## src/rtl/sdram_legality_pkg.sv

```systemverilog
package sdram_legality_pkg;

  typedef enum logic [3:0] {
    CMD_NOP   = 4'd0,
    CMD_MRS   = 4'd1,
    CMD_REF   = 4'd2,
    CMD_PRE   = 4'd3,
    CMD_ACT   = 4'd4,
    CMD_WR    = 4'd5,
    CMD_RD    = 4'd6,
    CMD_BST   = 4'd7,
    CMD_DESEL = 4'd8
  } cmd_e;

  typedef enum logic [3:0] {
    BK_IDLE     = 4'd0,
    BK_OPENING  = 4'd1,
    BK_OPEN     = 4'd2,
    BK_READ     = 4'd3,
    BK_WRITE    = 4'd4,
    BK_READ_AP  = 4'd5,
    BK_WRITE_AP = 4'd6,
    BK_WREC     = 4'd7,
    BK_WREC_AP  = 4'd8,
    BK_CLOSING  = 4'd9
  } bank_e;

  typedef enum logic [1:0] {
    DEV_IDLE    = 2'd0,
    DEV_REFRESH = 2'd1,
    DEV_MODE    = 2'd2,
    DEV_SELF    = 2'd3
  } dev_e;

  // strobes from control to one bank tracker
  typedef struct packed {
    logic run;
    logic act;
    logic rd;
    logic wr;
    logic ap;
    logic pre;
    logic bst;
  } bankStb_t;

  // strobes from control to the device tracker
  typedef struct packed {
    logic run;
    logic mrs;
    logic refAuto;
    logic refSelf;
    logic selfExit;
  } devStb_t;

  function automatic cmd_e decodeCmd(input logic csN, input logic rasN,
                                     input logic casN, input logic weN);
    cmd_e c;
    if (csN) c = CMD_DESEL;
    else begin
      case ({rasN, casN, weN})
        3'b000:  c = CMD_MRS;
        3'b001:  c = CMD_REF;
        3'b010:  c = CMD_PRE;
        3'b011:  c = CMD_ACT;
        3'b100:  c = CMD_WR;
        3'b101:  c = CMD_RD;
        3'b110:  c = CMD_BST;
        default: c = CMD_NOP;
      endcase
    end
    return c;
  endfunction

  function automatic int maxOf(input int a, input int b);
    return (a > b) ? a : b;
  endfunction

endpackage

```

## src/rtl/sdram_bank_fsm.sv

```systemverilog
module sdram_bank_fsm
  import sdram_legality_pkg::*;
#(
  parameter int T_RCD     = 3,
  parameter int T_RP      = 3,
  parameter int T_WR      = 2,
  parameter int BURST_LEN = 4,
  parameter int TW        = 4
) (
  input  logic     clk,
  input  logic     rst_n,
  input  bankStb_t stb,
  output bank_e    state
);

  logic [TW-1:0] tmr;
  logic [TW-1:0] nTmr;
  bank_e         nState;
  logic          expired;
  logic          inBurst;

  assign expired = (tmr == '0);
  assign inBurst = (state == BK_READ) || (state == BK_WRITE);

  always_comb begin
    nState = state;
    nTmr   = tmr;
    if (stb.run) begin
      if (stb.act) begin
        nState = BK_OPENING;
        nTmr   = TW'(T_RCD - 1);
      end else if (stb.rd) begin
        nState = stb.ap ? BK_READ_AP : BK_READ;
        nTmr   = TW'(BURST_LEN - 1);
      end else if (stb.wr) begin
        nState = stb.ap ? BK_WRITE_AP : BK_WRITE;
        nTmr   = TW'(BURST_LEN - 1);
      end else if (stb.pre && (inBurst || state == BK_OPEN)) begin
        nState = BK_CLOSING;
        nTmr   = TW'(T_RP - 1);
      end else if (stb.bst && inBurst) begin
        nState = BK_OPEN;
      end else if (state != BK_IDLE && state != BK_OPEN) begin
        if (!expired) begin
          nTmr = tmr - 1'b1;
        end else begin
          case (state)
            BK_OPENING, BK_READ, BK_WREC: nState = BK_OPEN;
            BK_READ_AP, BK_WREC_AP: begin
              nState = BK_CLOSING;
              nTmr   = TW'(T_RP - 1);
            end
            BK_WRITE: begin
              nState = BK_WREC;
              nTmr   = TW'(T_WR - 1);
            end
            BK_WRITE_AP: begin
              nState = BK_WREC_AP;
              nTmr   = TW'(T_WR - 1);
            end
            default: nState = BK_IDLE;
          endcase
        end
      end
    end
  end

  always_ff @(posedge clk or negedge rst_n) begin
    if (!rst_n) begin
      state <= BK_IDLE;
      tmr   <= '0;
    end else begin
      state <= nState;
      tmr   <= nTmr;
    end
  end

endmodule

```

## src/rtl/sdram_track_dp.sv

```systemverilog
module sdram_track_dp
  import sdram_legality_pkg::*;
#(
  parameter int NUM_BANKS = 4,
  parameter int T_RCD     = 3,
  parameter int T_RP      = 3,
  parameter int T_WR      = 2,
  parameter int T_RC      = 8,
  parameter int T_MRD     = 2,
  parameter int BURST_LEN = 4,
  parameter int TW        = 4
) (
  input  logic                      clk,
  input  logic                      rst_n,
  input  bankStb_t [NUM_BANKS-1:0]  bStb,
  input  devStb_t                   dStb,
  output bank_e    [NUM_BANKS-1:0]  bankSt,
  output dev_e                      devSt
);

  for (genvar b = 0; b < NUM_BANKS; b++) begin : g_bank
    sdram_bank_fsm #(
      .T_RCD    (T_RCD),
      .T_RP     (T_RP),
      .T_WR     (T_WR),
      .BURST_LEN(BURST_LEN),
      .TW       (TW)
    ) fsm_i (
      .clk  (clk),
      .rst_n(rst_n),
      .stb  (bStb[b]),
      .state(bankSt[b])
    );
  end

  logic [TW-1:0] devTmr;
  logic [TW-1:0] nDevTmr;
  dev_e          nDev;

  always_comb begin
    nDev    = devSt;
    nDevTmr = devTmr;
    if (!dStb.run) begin
      if (dStb.refSelf) nDev = DEV_SELF;
    end else if (dStb.mrs) begin
      nDev    = DEV_MODE;
      nDevTmr = TW'(T_MRD - 1);
    end else if (dStb.refAuto || dStb.selfExit) begin
      nDev    = DEV_REFRESH;
      nDevTmr = TW'(T_RC - 1);
    end else if (devSt == DEV_REFRESH || devSt == DEV_MODE) begin
      if (devTmr != '0) nDevTmr = devTmr - 1'b1;
      else              nDev    = DEV_IDLE;
    end
  end

  always_ff @(posedge clk or negedge rst_n) begin
    if (!rst_n) begin
      devSt  <= DEV_IDLE;
      devTmr <= '0;
    end else begin
      devSt  <= nDev;
      devTmr <= nDevTmr;
    end
  end

endmodule

```

## src/rtl/sdram_legality_ctrl.sv

```systemverilog
module sdram_legality_ctrl
  import sdram_legality_pkg::*;
#(
  parameter int NUM_BANKS = 4
) (
  input  logic                          clk,
  input  logic                          rst_n,
  input  logic                          csN,
  input  logic                          rasN,
  input  logic                          casN,
  input  logic                          weN,
  input  logic [$clog2(NUM_BANKS)-1:0]  ba,
  input  logic                          a10,
  input  logic                          cke,
  input  bank_e    [NUM_BANKS-1:0]      bankSt,
  input  dev_e                          devSt,
  output bankStb_t [NUM_BANKS-1:0]      bStb,
  output devStb_t                       dStb,
  output logic [3:0]                    cmdCode,
  output logic                          illegal
);

  localparam int BA_W = $clog2(NUM_BANKS);

  cmd_e                 cmd;
  logic [NUM_BANKS-1:0] rwOk;
  logic [NUM_BANKS-1:0] preOk;
  logic [NUM_BANKS-1:0] apBusy;
  logic [NUM_BANKS-1:0] isIdle;
  logic                 allIdle;
  logic                 quiet;
  logic                 legalNow;
  logic                 fire;

  assign cmd     = decodeCmd(csN, rasN, casN, weN);
  assign quiet   = (cmd == CMD_NOP) || (cmd == CMD_DESEL);
  assign allIdle = (&isIdle) && (devSt == DEV_IDLE);

  for (genvar b = 0; b < NUM_BANKS; b++) begin : g_rule
    assign isIdle[b] = (bankSt[b] == BK_IDLE);
    assign rwOk[b]   = (bankSt[b] == BK_OPEN) || (bankSt[b] == BK_READ) ||
                       (bankSt[b] == BK_WRITE) || (bankSt[b] == BK_WREC);
    assign preOk[b]  = (bankSt[b] == BK_IDLE) || (bankSt[b] == BK_OPEN) ||
                       (bankSt[b] == BK_READ) || (bankSt[b] == BK_WRITE) ||
                       (bankSt[b] == BK_CLOSING);
    assign apBusy[b] = (bankSt[b] == BK_READ_AP) || (bankSt[b] == BK_WRITE_AP) ||
                       (bankSt[b] == BK_WREC_AP);
  end

  always_comb begin
    legalNow = 1'b0;
    if (quiet) begin
      legalNow = 1'b1;
    end else if (!cke) begin
      legalNow = (cmd == CMD_REF) && allIdle;
    end else if (devSt == DEV_IDLE) begin
      case (cmd)
        CMD_MRS, CMD_REF: legalNow = allIdle;
        CMD_ACT:          legalNow = isIdle[ba];
        CMD_RD, CMD_WR:   legalNow = rwOk[ba];
        CMD_PRE:          legalNow = a10 ? (&preOk) : preOk[ba];
        CMD_BST:          legalNow = !apBusy[ba];
        default:          legalNow = 1'b0;
      endcase
    end
  end

  assign fire = legalNow && cke && (devSt == DEV_IDLE);

  for (genvar b = 0; b < NUM_BANKS; b++) begin : g_stb
    logic sel;
    assign sel = (ba == BA_W'(b));
    assign bStb[b] = '{
      run: cke,
      act: fire && sel && (cmd == CMD_ACT),
      rd:  fire && sel && (cmd == CMD_RD),
      wr:  fire && sel && (cmd == CMD_WR),
      ap:  a10,
      pre: fire && (sel || a10) && (cmd == CMD_PRE),
      bst: fire && sel && (cmd == CMD_BST)
    };
  end

  assign dStb = '{
    run:      cke,
    mrs:      fire && (cmd == CMD_MRS),
    refAuto:  fire && (cmd == CMD_REF),
    refSelf:  legalNow && !cke && (cmd == CMD_REF),
    selfExit: cke && quiet && (devSt == DEV_SELF)
  };

  always_ff @(posedge clk or negedge rst_n) begin
    if (!rst_n) begin
      cmdCode <= CMD_NOP;
      illegal <= 1'b0;
    end else begin
      cmdCode <= cmd;
      illegal <= !legalNow;
    end
  end

endmodule

```

## src/rtl/sdram_cmd_legality.sv

```systemverilog
module sdram_cmd_legality
  import sdram_legality_pkg::*;
#(
  parameter int NUM_BANKS = 4,
  parameter int T_RCD     = 3,
  parameter int T_RP      = 3,
  parameter int T_WR      = 2,
  parameter int T_RC      = 8,
  parameter int T_MRD     = 2,
  parameter int BURST_LEN = 4
) (
  input  logic                          clk,
  input  logic                          rst_n,
  input  logic                          csN,
  input  logic                          rasN,
  input  logic                          casN,
  input  logic                          weN,
  input  logic [$clog2(NUM_BANKS)-1:0]  ba,
  input  logic                          a10,
  input  logic                          cke,
  output logic [3:0]                    cmdCode,
  output logic                          illegal,
  output logic [NUM_BANKS*4-1:0]        bankState,
  output logic [1:0]                    devState
);

  localparam int MAX_T = maxOf(maxOf(maxOf(T_RCD, T_RP), maxOf(T_WR, T_RC)),
                               maxOf(T_MRD, BURST_LEN));
  localparam int TW    = $clog2(MAX_T + 1);

  bankStb_t [NUM_BANKS-1:0] bStb;
  devStb_t                  dStb;
  bank_e    [NUM_BANKS-1:0] bankSt;
  dev_e                     devSt;

  sdram_legality_ctrl #(.NUM_BANKS(NUM_BANKS)) ctrl_i (
    .clk    (clk),
    .rst_n  (rst_n),
    .csN    (csN),
    .rasN   (rasN),
    .casN   (casN),
    .weN    (weN),
    .ba     (ba),
    .a10    (a10),
    .cke    (cke),
    .bankSt (bankSt),
    .devSt  (devSt),
    .bStb   (bStb),
    .dStb   (dStb),
    .cmdCode(cmdCode),
    .illegal(illegal)
  );

  sdram_track_dp #(
    .NUM_BANKS(NUM_BANKS),
    .T_RCD    (T_RCD),
    .T_RP     (T_RP),
    .T_WR     (T_WR),
    .T_RC     (T_RC),
    .T_MRD    (T_MRD),
    .BURST_LEN(BURST_LEN),
    .TW       (TW)
  ) dp_i (
    .clk   (clk),
    .rst_n (rst_n),
    .bStb  (bStb),
    .dStb  (dStb),
    .bankSt(bankSt),
    .devSt (devSt)
  );

  for (genvar b = 0; b < NUM_BANKS; b++) begin : g_flat
    assign bankState[b*4 +: 4] = bankSt[b];
  end
  assign devState = devSt;

endmodule

```

## config.mk

```make
export PLATFORM = sky130hd
export DESIGN_NAME = sdram_cmd_legality
export DESIGN_NICKNAME = d
export VERILOG_FILES = /design/src/rtl/sdram_legality_pkg.sv /design/src/rtl/sdram_bank_fsm.sv /design/src/rtl/sdram_track_dp.sv /design/src/rtl/sdram_legality_ctrl.sv /design/src/rtl/sdram_cmd_legality.sv
export SDC_FILE = /design/constraint.sdc
export NUM_CORES = 1
export LEC_CHECK = 0
export CAP_MARGIN = 10
export CORE_AREA = 2 2 103 105
export DETAILED_ROUTE_END_ITERATION = 8
export DIE_AREA = 0 0 105 107
export HOLD_SLACK_MARGIN = 0.08
export PLACE_DENSITY = 0.73
export SYNTH_ARGS = -nofsm -noshare
export SYNTH_HDL_FRONTEND = slang
export SYNTH_HIERARCHICAL = 1
export SYNTH_SLANG_ARGS = --single-unit
export TNS_END_PERCENT = 20
```

## constraint.sdc

```tcl
create_clock -name clk -period 6.7 [get_ports clk]
set_clock_uncertainty 0.15 [all_clocks]
set_input_delay 1.005 -clock clk [delete_from_list [all_inputs] [get_ports clk]]
set_output_delay 1.005 -clock clk [all_outputs]
set_load 0.01 [all_outputs]
```

# Word level (Yosys, flattened, before mapping)
# Cells that the tools add are included.
# word_totals
ff_bits	43
inputBits	10
output_inout_bits	23
elab_cells	341
# classes
add_sub_neg	5
magnitude_cmp	1
n_eq_ne	70
muxes	91
reduce_logical	162
# ops
op	count
4-bit 2-to-1 mux	61
4-bit by 3-bit equality test with 1-bit output (second input constant)	20
4-bit one-hot mux with 4 select lines	4
1-bit logical OR	51
1-bit logical AND	50
6-bit nonzero test	8
4-bit by 2-bit equality test with 1-bit output (second input constant)	10
4-bit equality test (second input constant)	9
4-bit zero test	9
4-bit one-hot mux with 2 select lines	4
7-bit by 5-bit != test with 1-bit output (second input constant)	4
4-bit AND reduction	6
3-bit one-hot mux with 7 select lines	1
4-bit by 1-bit equality test with 1-bit output (second input constant)	5
5-bit != test (second input constant)	4
4-bit nonzero test	5
5-bit nonzero test	4
2-bit OR reduction	10
4-bit by 1-bit subtractor with 4-bit output (second input constant)	5
3-bit AND reduction	6
4-bit by 2-bit != test with 1-bit output (second input constant)	4
2-bit 2-to-1 mux	7
3-bit OR reduction	4
3-bit equality test (second input constant)	3
other kinds (16)	35

# Depth between registers and ports, before layout
# Gate-level depths: netlist of run 1.
# logic_depth
ltp_word	22
ltp_mapped	13
ltp_nobuf	11

# Modules after synthesis
# Netlist of run 1, hierarchy kept.
# modules_own_cells
module	instances	cells_per_inst	area_each_um2	seq_area_each_um2
sdram_bank_fsm at dp_i.g_bank[1].fsm_i ...	3	82	721.9	200.2
sdram_legality_ctrl	1	149	1116.1	125.1
sdram_bank_fsm at dp_i.g_bank[0].fsm_i	1	83	757.0	200.2
sdram_track_dp	1	47	419.2	150.1

# Least setup slack after synthesis of run 1
# No wires, ideal clock.
# synth_path
kind	input-to-reg
start	input port csN
end	register dp_i.g_bank[0].fsm_i.tmr[0]
setup_ns	0.125
t_arrival_ns	3.815
required_ns	6.425
path_slack_ns	2.609
cell_stages	12
path_buffers	2
cell_sequence	buf_4 -> nor3b_4 -> nand2_1 -> a311o_1 -> or4_4 -> nand4_2 -> buf_6 -> nor4b_1 -> or3_1 -> or2_4 -> o21a_4 -> mux2_4
# synth_lines
element	line	source
from (decl)	sdram_cmd_legality.sv:14	input logic csN,
to (signal assigned)	sdram_bank_fsm.sv:74	tmr <= nTmr;
to (decl)	sdram_bank_fsm.sv:16	logic [TW-1:0] tmr;

==> impl_metrics.ini, run 1 <==
[synth]
avgSynthCellArea_um2 = 8.49
synth.top_cells.by_area = dfrtp_1 24%, nor3_1 3.9%, a21oi_1 3.1%
synth-main-ff-cell = dfrtp_1
netlist_area_um2 = 4460
postSynthCellCount = 525
yosys_warnings = 6
synth_fp_nets = 544
async_flop_share = 1.00
yosys.area.top_type = dfrtp_1
ys_seq_area_frac = 0.241
synth-edff-count = 0
ys_ff_latch = 43
synth_top_area_share = 0.241
ys_types = 78

[sta]
fmax_ghz = 0.212
worst_pin_slew_ns = 1.04
hold_violations = 0
period_needed_ns = 4.73
slew_headroom = 0.304
holdWs_ns = 0.433
drv_slew = 0
fin_ws_ns = 1.97
fin_crit_sh = 0.706
fin_setup_tns_ns = 0
rsz0062_at_grt = no
setup_viol = 0

[critical_path]
critPathBufInv = 1
required_ns = 6.74
cp_max_fo = 18
end_kind = flip-flop
r2r.worst_path.cells = 10
r2r_setup_slack_ns = 2.56
path_delay_family = simple AND/OR/NAND/NOR gates
path_cells = clkdlybuf4s50_1 > nand2_1 > a311o_1 > or4_4 > nand4_2 > nor4b_1 > or3_1 > or2_4 > o21ai_2 > mux2_1
r2r_end = dp_i/g_bank[0].fsm_i/state[2]
crit_slowest_cell = clkdlybuf4s50_1
setup.worst_path.class = input port to flip-flop
max_stage_delay_ns = 0.85
timing.rr.start = dp_i/g_bank[3].fsm_i/state[2]
critPathLaunchType = input port
cp.arrival_ns = 4.77

[floorplan]
io-pin-count = 33
die_w_um = 105
fp.dieH_um = 107
die_area_um2 = 11200
rows = 37
core_area_um2 = 10100
initial_core_util = 0.442

[min_path]
holdPathEnd = dp_i/g_bank[2].fsm_i/tmr[0]
hp-class = flip-flop to flip-flop
hp-start = dp_i/g_bank[2].fsm_i/tmr[0]
holdPathStages = 1

[global_routing]
grt_pass1_vias = 3934
grt_max_degree = 44
grt_antenna_before_repair = 0
grt_pass1_wl_mm = 18.6
gr-usage-all-layers = 0.197
grt_overflow = 0

[finish]
drive_gt1_frac = 0.140
fin_cells = 670
syn2layout_area_growth_pct = 7.44
nets = 552
diodes = 0

[clock_tree]
cts_buffer_depth = 2
clkLatencyLatePin_ns = 0.31
cts.sinks = 43
cts-resized-gates = 0
ctsRootBufferMaster = clkbuf_8
postCtsSetupBuffers = 0
cts_buffers = 5
clk_pin_slew_ns = 0.09
cts_tree = yes
cts_max_level = 2
ctsHoldBuffers = 0

[power_and_ir_drop]
power_density_nw_per_um2 = 204
p_leak_nw = 1.83
irDropWorstVdd_mv = 0.120

[place]
dpl_worst_slack_ns = 1.70
numPortBuffers = 32
dp_hpwl_mm = 7.76
gp_congestion = 0.956
dp_cells = 662

[route]
first_pass_iters = 5
wirelength_mm = 11.0
wl_per_cell_um = 16.4
vias_per_cell = 6.26
final_antenna_net_count = 0
drt_iter0_markers = 436
dr_total_vias = 4193
drc = 0

[run]
cap_violations = 0

[run_status]
status = complete, no violations
## worst max-delay path by stage
stage / start / endpoint / slack [ns] / cells after the start
floorplan: csN / dp_i/g_bank[0].fsm_i/tmr[0] / 2.61 / 12
global placement: rasN / dp_i/g_bank[0].fsm_i/state[2] / 1.89 / 10
detailed placement: weN / dp_i/g_bank[0].fsm_i/state[0] / 1.70 / 11
CTS: rasN / dp_i/g_bank[0].fsm_i/state[0] / 2.04 / 10
global route: rasN / dp_i/g_bank[0].fsm_i/state[2] / 1.66 / 10
finish: rasN / dp_i/g_bank[0].fsm_i/state[2] / 1.97 / 10
## worst register-to-register path, cell delays in order, from the launching register on
cell	delay [ns]
dfrtp_1	0.69
and3b_1	0.25
o311ai_0	0.39
a31oi_1	0.14
o32ai_1	0.38
nand4_2	0.36
nor4b_1	0.34
or3_1	0.41
or2_4	0.27
o21ai_2	0.27
mux2_1	0.36
## final cells by class
type	instances	area, um^2
fillers	973	5300
flip-flops and latches	43	1080
multi-input cells	418	3020
clock buffers	6	72.6
repair buffers	33	323
well taps	136	170
clock inverters	2	12.5
inverters	32	120
## per-stage QoR
step | utilization | power (W) | instance area (um^2)
2_1_floorplan | - | 0.000704 | 4460
4_1_cts | 0.475 | 0.000976 | 4790
3_5_place_dp | 0.466 | 0.000806 | 4700
6_report | 0.475 | 0.000977 | 4790
3_3_place_gp | 0.466 | 0.000784 | 4700
5_1_grt | 0.475 | 0.00105 | 4790
## cell usage in the layout, fill, tap and decap left out, types with 15 or more instances in the layout
master           synthesis  layout
a21oi_1                 28      28
clkdlybuf4s50_1          0      31
dfrtp_1                 43      43
inv_1                   32      32
nand2_1                 20      20
nor2_1                  32      32
nor2b_1                 15      15
nor3_1                  35      35
nor3b_1                 17      17
o21ai_0                 20      20
## cells in the mapped netlist, drive strengths merged (6+ instances only)
library cell / number
a211o: 8
a211oi: 12
a21oi: 28
a221oi: 9
and2: 8
and4: 13
buf: 31
dfrtp: 43
ha: 9
inv: 32
mux2: 16
nand2: 23
nand2b: 15
nand3: 6
nand4: 11
nor2: 32
nor2b: 15
nor3: 35
nor3b: 18
nor4: 11
nor4b: 6
o211ai: 12
o21ai: 30
or3: 14
or3b: 6
## power by group
part / total, W / switching, W / internal (W)
clock: 0.000170 / 0.0000967 / 0.0000730
sequential: 0.000406 / 0.0000885 / 0.000317
combinational: 0.000402 / 0.000193 / 0.000209
## state kept, by name, indices dropped and copies added, names as in the netlist
signal,flops
dp_i/devSt,2
ctrl_i/illegal,1
ctrl_i/cmdCode,4
dp_i/devTmr,4
dp_i/g_bank.fsm_i/tmr,16
dp_i/g_bank.fsm_i/state,16
## cells by family (layout without fill, tap and decap cells)
| logic type | Yosys count | in the layout | share of synthesized area |
|---|---|---|---|
| XOR/XNOR | 7 | 7 | 0.0138 |
| AO/OA/AOI/OAI | 142 | 142 | 0.245 |
| adder cells (fa/ha/maj) | 9 | 9 | 0.0253 |
| flip-flops | 43 | 43 | 0.241 |
| multiplexers | 20 | 20 | 0.0528 |
| AND/OR/NAND/NOR | 240 | 240 | 0.339 |
| buffers and inverters | 64 | 73 | 0.0822 |
## layer usage
layer	global-route usage	up-vias	routed length, um
li1	-	2009	-
met4	0.0543	0	147
met1	0.270	2020	5180
met5	0	-	0
met3	0.0316	20	608
met2	0.321	144	5080
Note: power is estimated with default switching activity, not from simulation.
==> run 2, diff against run 1 <==
==> constraint.sdc (replaced) <==
create_clock -name clk -period 4.9 [get_ports clk]
set_clock_uncertainty 0.15 [all_clocks]
set_input_delay 0.735 -clock clk [delete_from_list [all_inputs] [get_ports clk]]
set_output_delay 0.735 -clock clk [all_outputs]
set_load 0.01 [all_outputs]
==> impl_metrics.ini, run 2 (synthesis gave the netlist of run 1 again) <==
[run_status]
status = complete, no violations

[finish]
diodes = 0
syn2layout_area_growth_pct = 8.67
final_cell_area_um2 = 4840
mostFrequentLayoutCells = 43 x dfrtp_1, 35 x nor3_1, 32 x nor2_1, 32 x inv_1, 31 x clkdlybuf4s50_1
nets = 559
ff_latch_area_um2 = 1080
fillers = 999
final_util = 0.480
multi_input_area_um2 = 3020
final_common_cell = dfrtp_1
drive_gt1_frac = 0.152
reg_top3 = dp_i/g_bank.fsm_i/state x16, dp_i/g_bank.fsm_i/tmr x16

[sta]
drv_slew = 0
hold_violations = 0
period_needed_ns = 4.20
holdWs_ns = 0.435
slew_headroom = 0.327
fmax_ghz = 0.238
setup_viol = 0
rsz0062_at_grt = no
fin_setup_tns_ns = 0
fin_crit_sh = 0.856
worst_pin_slew_ns = 1.01

[global_routing]
grt_pass1_vias = 3747
gr-usage-all-layers = 0.195
grt_max_degree = 44
grt_pass1_wl_mm = 18.3
grt_antenna_before_repair = 0
grt_overflow = 0

[floorplan]
die_w_um = 105
fp.dieH_um = 107
rows = 37
die_area_um2 = 11200
core_area_um2 = 10100
io-pin-count = 33
initial_core_util = 0.442

[clock_tree]
clkLatencyLatePin_ns = 0.30
cts_buffer_depth = 2
ctsRootBufferMaster = clkbuf_8
cts_max_level = 2
cts_tree = yes
cts-resized-gates = 0
cts_buffers = 5
cts.sinks = 43
ctsHoldBuffers = 0
postCtsSetupBuffers = 0
clk_pin_slew_ns = 0.09

[place]
numPortBuffers = 32
dp_hpwl_mm = 7.70
placed_area_um2 = 4760
gp_congestion = 0.919

[critical_path]
critPathLaunchType = input port
cp_max_fo = 15
required_ns = 4.94
cp-startpoint = ba[1]
setup.worst_path.class = input port to flip-flop
cp.arrival_ns = 4.23
max_stage_delay_ns = 0.64
crit_slowest_cell = clkdlybuf4s50_1
end_kind = flip-flop
timing.rr.start = dp_i/g_bank[3].fsm_i/state[2]
path_cells = clkdlybuf4s50_1 > nand2b_2 > nor2_1 > a311o_1 > or4_4 > nand4_2 > and4_2 > nand2b_1 > a211oi_1 > a211oi_4 > o21ai_2 > mux2_4

[route]
wl_per_cell_um = 16.1
vias_per_cell = 6.14
drt_iter0_markers = 302
final_antenna_net_count = 0
drc = 0
dr_total_vias = 4151
wirelength_mm = 10.9
first_pass_iters = 5

[min_path]
hp-class = flip-flop to flip-flop
hp-start = dp_i/g_bank[3].fsm_i/tmr[1]

[run]
cap_violations = 0

[power_and_ir_drop]
irDropWorstVdd_mv = 0.170
p_leak_nw = 1.87
power_density_nw_per_um2 = 275
-- run 2: worst paths after layout --
kind / slack [ns] / depth (start not counted) / end
setup / recovery: 0.70 / 12 / dp_i/g_bank[1].fsm_i/tmr[0]
min in group asynchronous: 0.45 / 1 / dp_i/g_bank[3].fsm_i/tmr[2]
max in group asynchronous: 3.52 / 1 / dp_i/g_bank[2].fsm_i/state[1]
setup reg to reg: 0.83 / 10 / dp_i/g_bank[2].fsm_i/state[0]
hold / removal: 0.43 / 2 / dp_i/g_bank[3].fsm_i/tmr[1]
hold reg to reg: 0.43 / 2 / dp_i/g_bank[3].fsm_i/tmr[1]
-- run 2: area by class of cell --
class / count / area share
Tap cell: 136 / 0.0351
Multi-Input combinational cell: 418 / 0.622
Timing Repair Buffer: 40 / 0.0775
Sequential cell: 43 / 0.222
Clock buffer: 6 / 0.0170
Clock inverter: 1 / 0.00103
Inverter: 32 / 0.0248
-- run 2: power by group --
| part | leakage (nW) | switching, W | total, W | internal [W] |
|---|---|---|---|---|
| clock | 0.0470 | 0.000126 | 0.000237 | 0.000111 |
| combinational | 1.34 | 0.000256 | 0.000542 | 0.000287 |
| sequential | 0.486 | 0.000120 | 0.000553 | 0.000434 |
| total | 1.87 | 0.000501 | 0.00133 | 0.000831 |
-- run 2: per-layer routing --
layer,track usage,vias up,part of all wire
met1,0.286,1988,0.48
met3,0.0249,10,0.048
met2,0.301,124,0.46
li1,-,2029,-
met4,0.0514,0,0.010
met5,0,-,0
-- run 2: per-stage QoR --
step	setup slack, ns	instances	power, W
after floorplan	1.08	525	0.000963
after global placement	0.547	669	0.00107
after detailed placement	0.400	669	0.00110
after CTS	0.722	676	0.00134
after global routing	0.501	676	0.00143
final	0.705	676	0.00133
-- run 2: worst max-delay path: cells and delay by family --
kind	cells	cell delay [ns]
muxes	1	0.31
AOI/OAI and AO/OA	4	1.09
buffers and inverters	1	0.64
and+or+nand+nor	6	1.45
==> run 3, diff against run 2 <==
--- a/config.mk
+++ b/config.mk
@@ -7,6 +7,7 @@
 export LEC_CHECK = 0
 export CAP_MARGIN = 10
 export CORE_AREA = 2 2 103 105
+export CTS_BUF_LIST = sky130_fd_sc_hd__clkbuf_4
 export DETAILED_ROUTE_END_ITERATION = 8
 export DIE_AREA = 0 0 105 107
 export HOLD_SLACK_MARGIN = 0.08
==> impl_metrics.ini, run 3 (synthesis gave the netlist of run 1 again) <==
[critical_path]
critPathLaunchType = input port
setup.worst_path.class = input port to flip-flop
required_ns = 5.01
cp.arrival_ns = 4.24
end_kind = flip-flop
cp_max_fo = 15
path_cells = clkdlybuf4s50_1 > nor3b_4 > nand2_1 > a311o_1 > or4_4 > nand4_2 > and4_2 > nand2b_1 > a211oi_1 > a211oi_4 > o21ai_2 > mux2_4
critPathBufInv = 1
max_stage_delay_ns = 0.62
crit_slowest_cell = clkdlybuf4s50_1
path_delay_family = simple AND/OR/NAND/NOR gates

[clock_tree]
postCtsSetupBuffers = 0
ctsHoldBuffers = 0
cts_max_level = 2
clkLatencyLatePin_ns = 0.36
cts_tree = yes
cts_buffers = 5
cts-resized-gates = 0
cts_buffer_depth = 2
ctsRootBufferMaster = clkbuf_4
clk_pin_slew_ns = 0.13
cts.sinks = 43

[sta]
rsz0062_at_grt = no
worst_pin_slew_ns = 0.998
fin_ws_ns = 0.772
slew_headroom = 0.335
fin_setup_tns_ns = 0
drv_slew = 0
fmax_ghz = 0.242
fin_crit_sh = 0.843
period_needed_ns = 4.13
setup_viol = 0
hold_violations = 0

[route]
final_antenna_net_count = 0
drt_iter0_markers = 296
first_pass_iters = 5
vias_per_cell = 6.16
drc = 0
wl_per_cell_um = 16.1
wirelength_mm = 10.9
dr_total_vias = 4165

[global_routing]
grt_overflow = 0
grt_antenna_before_repair = 0
grt_pass1_wl_mm = 18.2
grt_max_degree = 44
gr-usage-all-layers = 0.196
grt_pass1_vias = 3739

[floorplan]
rows = 37
core_area_um2 = 10100
die_area_um2 = 11200
io-pin-count = 33
initial_core_util = 0.442
fp.dieH_um = 107
die_w_um = 105

[power_and_ir_drop]
power_density_nw_per_um2 = 263
irDropWorstVdd_mv = 0.170
p_leak_nw = 1.85

[finish]
mostFrequentLayoutCells = 43 x dfrtp_1, 35 x nor3_1, 32 x nor2_1, 32 x inv_1, 31 x clkdlybuf4s50_1
final_common_cell = dfrtp_1
reg_top3 = dp_i/g_bank.fsm_i/state x16, dp_i/g_bank.fsm_i/tmr x16
diodes = 0
drive_gt1_frac = 0.150
fillers = 1003
final_cell_area_um2 = 4800
syn2layout_area_growth_pct = 7.75
nets = 559

[place]
dpl_worst_slack_ns = 0.400
gp_congestion = 0.919
placed_area_um2 = 4760
numPortBuffers = 32
dp_hpwl_mm = 7.70

[run]
cap_violations = 0

[min_path]
hp-class = input port to async pin

[run_status]
status = complete, no violations
-- run 3: per-layer routing --
metal	global-route usage	share of wire
met1	0.283	0.48
met2	0.301	0.47
met3	0.0322	0.043
met4	0.0524	0.011
met5	0	0
-- run 3: final timing paths --
check	from	slack [ns]	to	cells after the start
min in group clk	dp_i/g_bank[0].fsm_i/tmr[1]	0.44	dp_i/g_bank[0].fsm_i/tmr[1]	1
hold reg to reg	dp_i/g_bank[0].fsm_i/tmr[1]	0.44	dp_i/g_bank[0].fsm_i/tmr[1]	1
setup / recovery	casN	0.77	dp_i/g_bank[1].fsm_i/tmr[0]	12
setup reg to reg	dp_i/g_bank[3].fsm_i/state[2]	0.86	dp_i/g_bank[0].fsm_i/state[1]	10
max in group asynchronous	rst_n	3.61	dp_i/g_bank[1].fsm_i/state[2]	1
hold / removal	rst_n	0.37	dp_i/g_bank[3].fsm_i/tmr[2]	1
-- run 3: area by class of cell --
class,count,area [um^2],area share
clock buffer,5,37.5,0.00781
inverter,32,120,0.0250
tap,136,170,0.0354
timing repair buffer,40,375,0.0781
clock inverter,2,8.76,0.00182
multi-input combinational,418,3020,0.628
sequential,43,1080,0.224
-- run 3: stage by stage --
step           cells   util  total power [W]  hold slack (ns)
2_1_floorplan    525      -         0.000963            0.289
3_3_place_gp     669  0.471          0.00107            0.404
3_5_place_dp     669  0.471          0.00110            0.409
4_1_cts          676  0.476          0.00127            0.408
5_1_grt          676  0.476          0.00136            0.446
6_report         676  0.476          0.00126            0.370
-- run 3: worst register-to-register path, cell delays in order, from the launching register on --
cell	delay, ns
dfrtp_1	0.72
and3b_1	0.26
o311ai_0	0.40
a31oi_1	0.14
o32ai_1	0.32
nand4_2	0.34
and4_2	0.39
or3_1	0.36
or2_4	0.28
o21ai_2	0.25
mux2_1	0.35
-- run 3: power by group --
group	internal, W	total, W	switching (W)
Combinational	0.000287	0.000542	0.000255
Clock	0.0000510	0.000168	0.000117
Sequential	0.000433	0.000553	0.000119
Total	0.000771	0.00126	0.000492
